[src/rtl/pio_pkg.sv]
package pio_pkg;

    localparam int DATA_W = 8;
    localparam int PC_W   = 6;
    localparam int ADDR_W = 3;

    localparam logic [ADDR_W-1:0] LOC_CTL = 3'd0;
    localparam logic [ADDR_W-1:0] LOC_PA  = 3'd1;
    localparam logic [ADDR_W-1:0] LOC_PB  = 3'd2;
    localparam logic [ADDR_W-1:0] LOC_PC  = 3'd3;
    localparam logic [ADDR_W-1:0] LOC_TLO = 3'd4;
    localparam logic [ADDR_W-1:0] LOC_THI = 3'd5;

    typedef enum logic [1:0] {
        PCM_IN   = 2'b00,
        PCM_OUT  = 2'b01,
        PCM_HSA  = 2'b10,
        PCM_HSAB = 2'b11
    } pc_mode_e;

    typedef struct packed {
        logic     ie_b;
        logic     ie_a;
        pc_mode_e pc_mode;
        logic     dir_b;
        logic     dir_a;
    } cfg_t;

    typedef struct packed {
        cfg_t              cfg;
        logic [DATA_W-1:0] pa;
        logic [DATA_W-1:0] pb;
        logic [PC_W-1:0]   pc;
        logic              tc;
        logic [DATA_W-1:0] rdata;
    } regs_t;

endpackage

[src/rtl/pio_pc_mux.sv]
module pio_pc_mux
    import pio_pkg::*;
(
    input  pc_mode_e        mode,
    input  logic [PC_W-1:0] pc_lat,
    input  logic [PC_W-1:0] pc_in,
    input  logic            intr_a,
    input  logic            bf_a,
    input  logic            intr_b,
    input  logic            bf_b,
    output logic [PC_W-1:0] pc_out,
    output logic [PC_W-1:0] pc_oe,
    output logic [PC_W-1:0] pc_rd,
    output logic            stb_a_n,
    output logic            stb_b_n
);

    logic [PC_W-1:0] drv;
    logic [PC_W-1:0] oe;

    always_comb begin
        case (mode)
            PCM_IN: begin
                oe  = '0;
                drv = pc_lat;
            end
            PCM_OUT: begin
                oe  = '1;
                drv = pc_lat;
            end
            PCM_HSA: begin
                oe  = 6'b111011;
                drv = {pc_lat[5:3], 1'b0, bf_a, intr_a};
            end
            default: begin
                oe  = 6'b011011;
                drv = {1'b0, bf_b, intr_b, 1'b0, bf_a, intr_a};
            end
        endcase
        stb_a_n = (mode == PCM_HSA || mode == PCM_HSAB) ? pc_in[2] : 1'b1;
        stb_b_n = (mode == PCM_HSAB) ? pc_in[5] : 1'b1;
    end

    assign pc_out = drv;
    assign pc_oe  = oe;

    for (genvar i = 0; i < PC_W; i++) begin : g_rdbit
        assign pc_rd[i] = oe[i] ? drv[i] : pc_in[i];
    end

endmodule

[src/rtl/pio_rd_mux.sv]
module pio_rd_mux
    import pio_pkg::*;
(
    input  logic [ADDR_W-1:0] addr,
    input  cfg_t              cfg,
    input  logic              tc,
    input  logic              intr_a,
    input  logic              bf_a,
    input  logic              intr_b,
    input  logic              bf_b,
    input  logic [DATA_W-1:0] pa_lat,
    input  logic [DATA_W-1:0] pa_in,
    input  logic [DATA_W-1:0] pb_lat,
    input  logic [DATA_W-1:0] pb_in,
    input  logic [PC_W-1:0]   pc_rd,
    input  logic [DATA_W-1:0] tmr_lo,
    input  logic [DATA_W-1:0] tmr_hi,
    output logic [DATA_W-1:0] rd_val
);

    logic [DATA_W-1:0] status;

    assign status = {{(DATA_W-7){1'b0}}, tc,
                     cfg.ie_b, bf_b, intr_b,
                     cfg.ie_a, bf_a, intr_a};

    always_comb begin
        case (addr)
            LOC_CTL: rd_val = status;
            LOC_PA:  rd_val = cfg.dir_a ? pa_lat : pa_in;
            LOC_PB:  rd_val = cfg.dir_b ? pb_lat : pb_in;
            LOC_PC:  rd_val = {{(DATA_W-PC_W){1'b0}}, pc_rd};
            LOC_TLO: rd_val = tmr_lo;
            LOC_THI: rd_val = tmr_hi;
            default: rd_val = '0;
        endcase
    end

endmodule

[src/rtl/pio_hub.sv]
module pio_hub
    import pio_pkg::*;
(
    input  logic                 clk,
    input  logic                 rst_n,
    input  logic [ADDR_W-1:0]    addr,
    input  logic                 wr_en,
    input  logic                 rd_en,
    input  logic [DATA_W-1:0]    wdata,
    output logic [DATA_W-1:0]    rdata,
    input  logic [DATA_W-1:0]    pa_in,
    output logic [DATA_W-1:0]    pa_out,
    output logic                 pa_oe,
    input  logic [DATA_W-1:0]    pb_in,
    output logic [DATA_W-1:0]    pb_out,
    output logic                 pb_oe,
    input  logic [PC_W-1:0]      pc_in,
    output logic [PC_W-1:0]      pc_out,
    output logic [PC_W-1:0]      pc_oe,
    input  logic                 hs_a_intr,
    input  logic                 hs_a_bf,
    input  logic                 hs_b_intr,
    input  logic                 hs_b_bf,
    output logic                 stb_a_n,
    output logic                 stb_b_n,
    output logic                 ie_a,
    output logic                 ie_b,
    output logic [1:0]           tmr_cmd,
    output logic                 tmr_cmd_wr,
    output logic                 tmr_lo_wr,
    output logic                 tmr_hi_wr,
    input  logic [DATA_W-1:0]    tmr_lo_rd,
    input  logic [DATA_W-1:0]    tmr_hi_rd,
    input  logic                 tmr_tc
);

    regs_t             r_q, r_d;
    logic [PC_W-1:0]   pc_rd;
    logic [DATA_W-1:0] rd_val;
    logic              ctl_rd;

    assign ctl_rd = rd_en && (addr == LOC_CTL);

    pio_pc_mux u_pcmux (
        .mode    (r_q.cfg.pc_mode),
        .pc_lat  (r_q.pc),
        .pc_in   (pc_in),
        .intr_a  (hs_a_intr),
        .bf_a    (hs_a_bf),
        .intr_b  (hs_b_intr),
        .bf_b    (hs_b_bf),
        .pc_out  (pc_out),
        .pc_oe   (pc_oe),
        .pc_rd   (pc_rd),
        .stb_a_n (stb_a_n),
        .stb_b_n (stb_b_n)
    );

    pio_rd_mux u_rdmux (
        .addr   (addr),
        .cfg    (r_q.cfg),
        .tc     (r_q.tc),
        .intr_a (hs_a_intr),
        .bf_a   (hs_a_bf),
        .intr_b (hs_b_intr),
        .bf_b   (hs_b_bf),
        .pa_lat (r_q.pa),
        .pa_in  (pa_in),
        .pb_lat (r_q.pb),
        .pb_in  (pb_in),
        .pc_rd  (pc_rd),
        .tmr_lo (tmr_lo_rd),
        .tmr_hi (tmr_hi_rd),
        .rd_val (rd_val)
    );

    always_comb begin
        r_d = r_q;
        if (wr_en) begin
            case (addr)
                LOC_CTL: r_d.cfg = cfg_t'(wdata[5:0]);
                LOC_PA:  r_d.pa  = wdata;
                LOC_PB:  r_d.pb  = wdata;
                LOC_PC:  r_d.pc  = wdata[PC_W-1:0];
                default: ;
            endcase
        end
        if (rd_en)  r_d.rdata = rd_val;
        if (ctl_rd) r_d.tc    = 1'b0;
        if (tmr_tc) r_d.tc    = 1'b1;
    end

    always_ff @(posedge clk) begin
        if (!rst_n) r_q <= '0;
        else        r_q <= r_d;
    end

    assign rdata      = r_q.rdata;
    assign pa_out     = r_q.pa;
    assign pb_out     = r_q.pb;
    assign pa_oe      = r_q.cfg.dir_a;
    assign pb_oe      = r_q.cfg.dir_b;
    assign ie_a       = r_q.cfg.ie_a;
    assign ie_b       = r_q.cfg.ie_b;
    assign tmr_cmd    = wdata[7:6];
    assign tmr_cmd_wr = wr_en && (addr == LOC_CTL);
    assign tmr_lo_wr  = wr_en && (addr == LOC_TLO);
    assign tmr_hi_wr  = wr_en && (addr == LOC_THI);

    AST_DIR_FOLLOWS_CMD: assert property (@(posedge clk) disable iff (!rst_n)
        (wr_en && addr == LOC_CTL) |=> (pa_oe == $past(wdata[0]) && pb_oe == $past(wdata[1])));

    AST_IE_FOLLOWS_CMD: assert property (@(posedge clk) disable iff (!rst_n)
        (wr_en && addr == LOC_CTL) |=> (ie_a == $past(wdata[4]) && ie_b == $past(wdata[5])));

    AST_PC_HSAB_OE: assert property (@(posedge clk) disable iff (!rst_n)
        (wr_en && addr == LOC_CTL && wdata[3:2] == 2'b11) |=> (pc_oe == 6'b011011));

    AST_PA_LATCH_HOLD: assert property (@(posedge clk) disable iff (!rst_n)
        !(wr_en && addr == LOC_PA) |=> $stable(pa_out));

    AST_RDATA_HOLD: assert property (@(posedge clk) disable iff (!rst_n)
        !rd_en |=> $stable(rdata));

    AST_TC_SETS: assert property (@(posedge clk) disable iff (!rst_n)
        tmr_tc |=> r_q.tc);

    AST_TC_CLEARS: assert property (@(posedge clk) disable iff (!rst_n)
        (ctl_rd && !tmr_tc) |=> !r_q.tc);

endmodule

[config.mk]
export PLATFORM = sky130hd
export DESIGN_NAME = pio_hub
export DESIGN_NICKNAME = d
export VERILOG_FILES = /design/src/rtl/pio_pkg.sv /design/src/rtl/pio_pc_mux.sv /design/src/rtl/pio_rd_mux.sv /design/src/rtl/pio_hub.sv
export SDC_FILE = /design/constraint.sdc
export NUM_CORES = 1
export LEC_CHECK = 0
export BUFFER_PORTS_ARGS = -buffer_cell sky130_fd_sc_hd__buf_2
export CAP_MARGIN = 20
export CORE_MARGIN = 2
export CORE_UTILIZATION = 49
export DETAILED_ROUTE_END_ITERATION = 10
export GPL_ROUTABILITY_DRIVEN = 0
export GPL_TIMING_DRIVEN = 0
export PLACE_DENSITY = 0.79
export SYNTH_ARGS = -nofsm -noshare
export SYNTH_HDL_FRONTEND = slang
export SYNTH_HIERARCHICAL = 1
export SYNTH_SLANG_ARGS = --single-unit
[constraint.sdc]
create_clock -name clk -period 2.1 [get_ports clk]
set_input_delay 0.525 -clock clk [delete_from_list [all_inputs] [get_ports clk]]
set_output_delay 0.525 -clock clk [all_outputs]
set_load 0.01 [all_outputs]
==> reports/metrics.yaml <==
status:
  status: "complete, no violations"
die:
  start_util_pct: 50.1
  row_count: 26
  die_h_microns: 76.1
  fp.dieW_microns: 76.1
  io_pins: 105
  dieArea_sq_um: 5790
  core_sq_um: 5070
timing:
  period_share_pct: 96.8
  hold_viol: 0
  setup_viol: 0
  max_slew_margin_pct: 64.6
  rsz0062_at_grt: "no"
  hold_ws_ns: 0.462
  worst_pin_slew_ns: 0.531
  period_minus_slack_ns: 2.03
  finClkSkew_ns: 0.00363
  fin_setup_tns_ns: 0
  drv_slew: 0
  max_freq_mhz: 492
critical_path:
  reg2reg_from: "r_q[33]$_SDFFE_PN0P_"
  crit_family: "simple AND/OR/NAND/NOR gates"
  endpoint_kind: "output port"
  path_max_fanout: 8
  worst-path-buf-inv: 3
  cp_slowest_cell: "or4b_4"
  r2r_slack_ns: 0.23
  reg2reg_depth: 9
  timing.rr.end: "rdata[3]$_SDFFE_PN0P_"
  cp_cell_sequence: "buf_2 > or4b_4 > inv_1 > buf_2"
  cp.arrival_ns: 1.51
  cp_common_cell: "buf_2"
  crit_type: "in2out"
  crit_path_max_incr_delay_ns: 0.64
  cp.required_ns: 1.57
  cp-start-kind: "input pin"
placement:
  port_buffers: 102
  dp_cells: 454
  dp_hpwl_mm: 5.14
clock_network:
  cts_hold_buf: 0
  numCtsBuffers: 5
  clk_latency_ns: 0.29
  clock_path_buffers: 2
  htreeDepth: 2
  cts_tree: "done"
  clk_pin_slew_worst_paths_ns: 0.07
  ctsRootBufferMaster: "clkbuf_8"
  cts_sinks: 37
yosys:
  synthTopCellsByArea: "dfxtp_1 (29%), mux2i_1 (22%), buf_4 (8.8%), nand2_1 (6.3%), ha_1 (2.5%)"
  ys_seq_area_share_pct: 29.1
  ys_top_cells_by_count: "mux2i_1 (57), nand2_1 (43), dfxtp_1 (37), buf_4 (30), buf_2 (11)"
  synth_area_sq_um: 2540
  synthDominantCellAreaShare_pct: 29.1
  synth_cell_type_count: 42
  async_flop_share_pct: 0
  synth_nets: 345
  yosysMostFrequentCell: "mux2i_1"
  synth_seq_cells: 37
  yosysTopAreaCell: "dfxtp_1"
  synth_flop_cell: "dfxtp_1"
  synth_area_per_cell_sq_um: 9.02
  synth_cells: 282
  synth_edf_count: 0
  yosys_warnings: 6
layout:
  fill_cells: 446
  antenna_cells: 0
  layout.cells.non_filler: 462
  drive_gt1_share_pct: 44.6
  fin_util_pct: 65.5
  areaGrowthSynthToFinish_pct: 30.7
  nets: 454
pwr:
  combPwrFrac_pct: 19.8
  power_density_nw_per_um2: 517
  switching_power_mw: 0.436
  p_clk_share_pct: 37.3
  seqPwrFrac_pct: 42.9
  internal_power_mw: 1.28
  ir_drop_mv: 0.445
  swShare_pct: 25.4
  leakage_nw: 1.62
hold_path:
  holdPathEnd: "r_q[12]$_SDFFE_PN0P_"
  hold_path_class: "reg2reg"
  holdPathStages: 2
  holdCritStartpoint: "r_q[12]$_SDFFE_PN0P_"
detailed_routing:
  detail-route-antenna-nets: 0
  drc: 0
  routedWlPerCell_microns: 14.2
  vias: 2392
  routed_wl_mm: 6.57
  routed_via_density: 5.18
  dr.pass1.iters: 4
  drtIter0Drc: 93
grt:
  grt_max_degree: 13
  grt_pass1_vias: 2355
  grt_usage_pct: 22.3
  grt_pass1_wl_mm: 10.5
  overflow: 0
  antenna_found_initial: 0
run:
  cap_viol_max_count: 0
flip-flops by register name (all words and copies together) (netlist names):
register,flops
pb_oe,1
rdata,8
r_q,9
ie_b,1
ie_a,1
pa_oe,1
pb_out,8
pa_out,8
power by group through the flow:
stage          clock network, mW  registers, mW  logic (mW)
2_1_floorplan                  0          0.751       0.209
3_3_place_gp                   0          0.755       0.327
3_5_place_dp                   0          0.755       0.333
4_1_cts                    0.657          0.737       0.338
5_1_grt                    0.691          0.740       0.370
6_report                   0.641          0.737       0.341
metal layers:
layer  global-route usage (%)  routed length (microns)  vias to the layer above
li1                         -                        -                     1177
met1                     25.8                     2730                     1116
met2                     39.0                     3220                       81
met3                     5.21                      417                       18
met4                     10.2                      199                        0
met5                        0                        0                        -
worst max path at each step:
| stage | startpoint | to | cells after the start |
|---|---|---|---|
| global placement | addr[2] | tmr_cmd_wr | 5 |
| floorplan | addr[2] | tmr_cmd_wr | 3 |
| CTS | r_q[33]$_SDFFE_PN0P_ | pc_out[3] | 4 |
| global route | r_q[33]$_SDFFE_PN0P_ | pc_out[4] | 5 |
| detailed placement | addr[2] | tmr_cmd_wr | 5 |
| finish | addr[0] | tmr_cmd_wr | 4 |
repair_timing:
item / CTS / global route
setup endpoints to repair: 9 / 7
buffers inserted: 1 / 2
pin swaps: 1 / 5
endpoints found under the hold margin: 0 / 0
resized for setup: 10 / 11
cell families after synthesis:
kind of cell / count (synthesis) / synth area share, %
AND/OR/NAND/NOR: 83 / 17.9
buffers and inverters: 60 / 14.7
multiplexers: 59 / 23.3
AO/OA/AOI/OAI: 38 / 12.5
flip-flops: 37 / 29.1
adder cells (fa/ha/maj): 5 / 2.46
area by class of cell:
cell class                      instances  area [sq um]  share of cell area (%)
Multi-Input combinational cell        185          1480                    44.6
Sequential cell                        37           748                    22.5
Timing Repair Buffer                  105           531                    16.0
Buffer                                 47           319                    9.59
Tap cell                               70          87.6                    2.63
Clock buffer                            6          82.6                    2.48
Clock inverter                          2          37.5                    1.13
Inverter                               10          37.5                    1.13
metrics by stage:
stage | instance area, sq um | worst slack, ns | power [mW]
finish | 3330 | 0.0682 | 1.72
global route | 3330 | 0.0106 | 1.80
CTS | 3300 | 0.00966 | 1.73
detailed placement | 3140 | 0.0103 | 1.09
global placement | 3140 | 0.0135 | 1.08
floorplan | 2540 | 0.283 | 0.960
placed cells by master (no fill, tap or decap), types with 2 or more instances in the layout:
cell type | synthesis | final
a22oi_1 | 6 | 6
nor2b_1 | 10 | 10
o311ai_2 | 2 | 2
nand2b_1 | 3 | 3
dfxtp_1 | 37 | 35
nand4b_1 | 2 | 2
o21ai_0 | 6 | 4
mux2i_1 | 57 | 57
or3b_1 | 3 | 3
o31ai_2 | 0 | 2
o21bai_1 | 2 | 2
inv_1 | 10 | 9
mux2_2 | 2 | 2
a31oi_1 | 2 | 2
clkbuf_1 | 5 | 5
buf_4 | 30 | 33
clkbuf_8 | 0 | 6
ha_4 | 0 | 3
buf_6 | 3 | 2
o22a_1 | 7 | 7
nor3b_1 | 3 | 3
nor2_1 | 4 | 4
o221ai_1 | 4 | 4
buf_2 | 11 | 111
nand2_1 | 43 | 43
o21ai_1 | 0 | 2
nand3b_1 | 5 | 5
dfxtp_4 | 0 | 2
worst min-delay path, stage by stage (launching register included):
cell and delay, ns:
dfxtp_1 0.31, nand2_1 0.05, mux2i_1 0.05
Power figures use the tool's default switching activity.
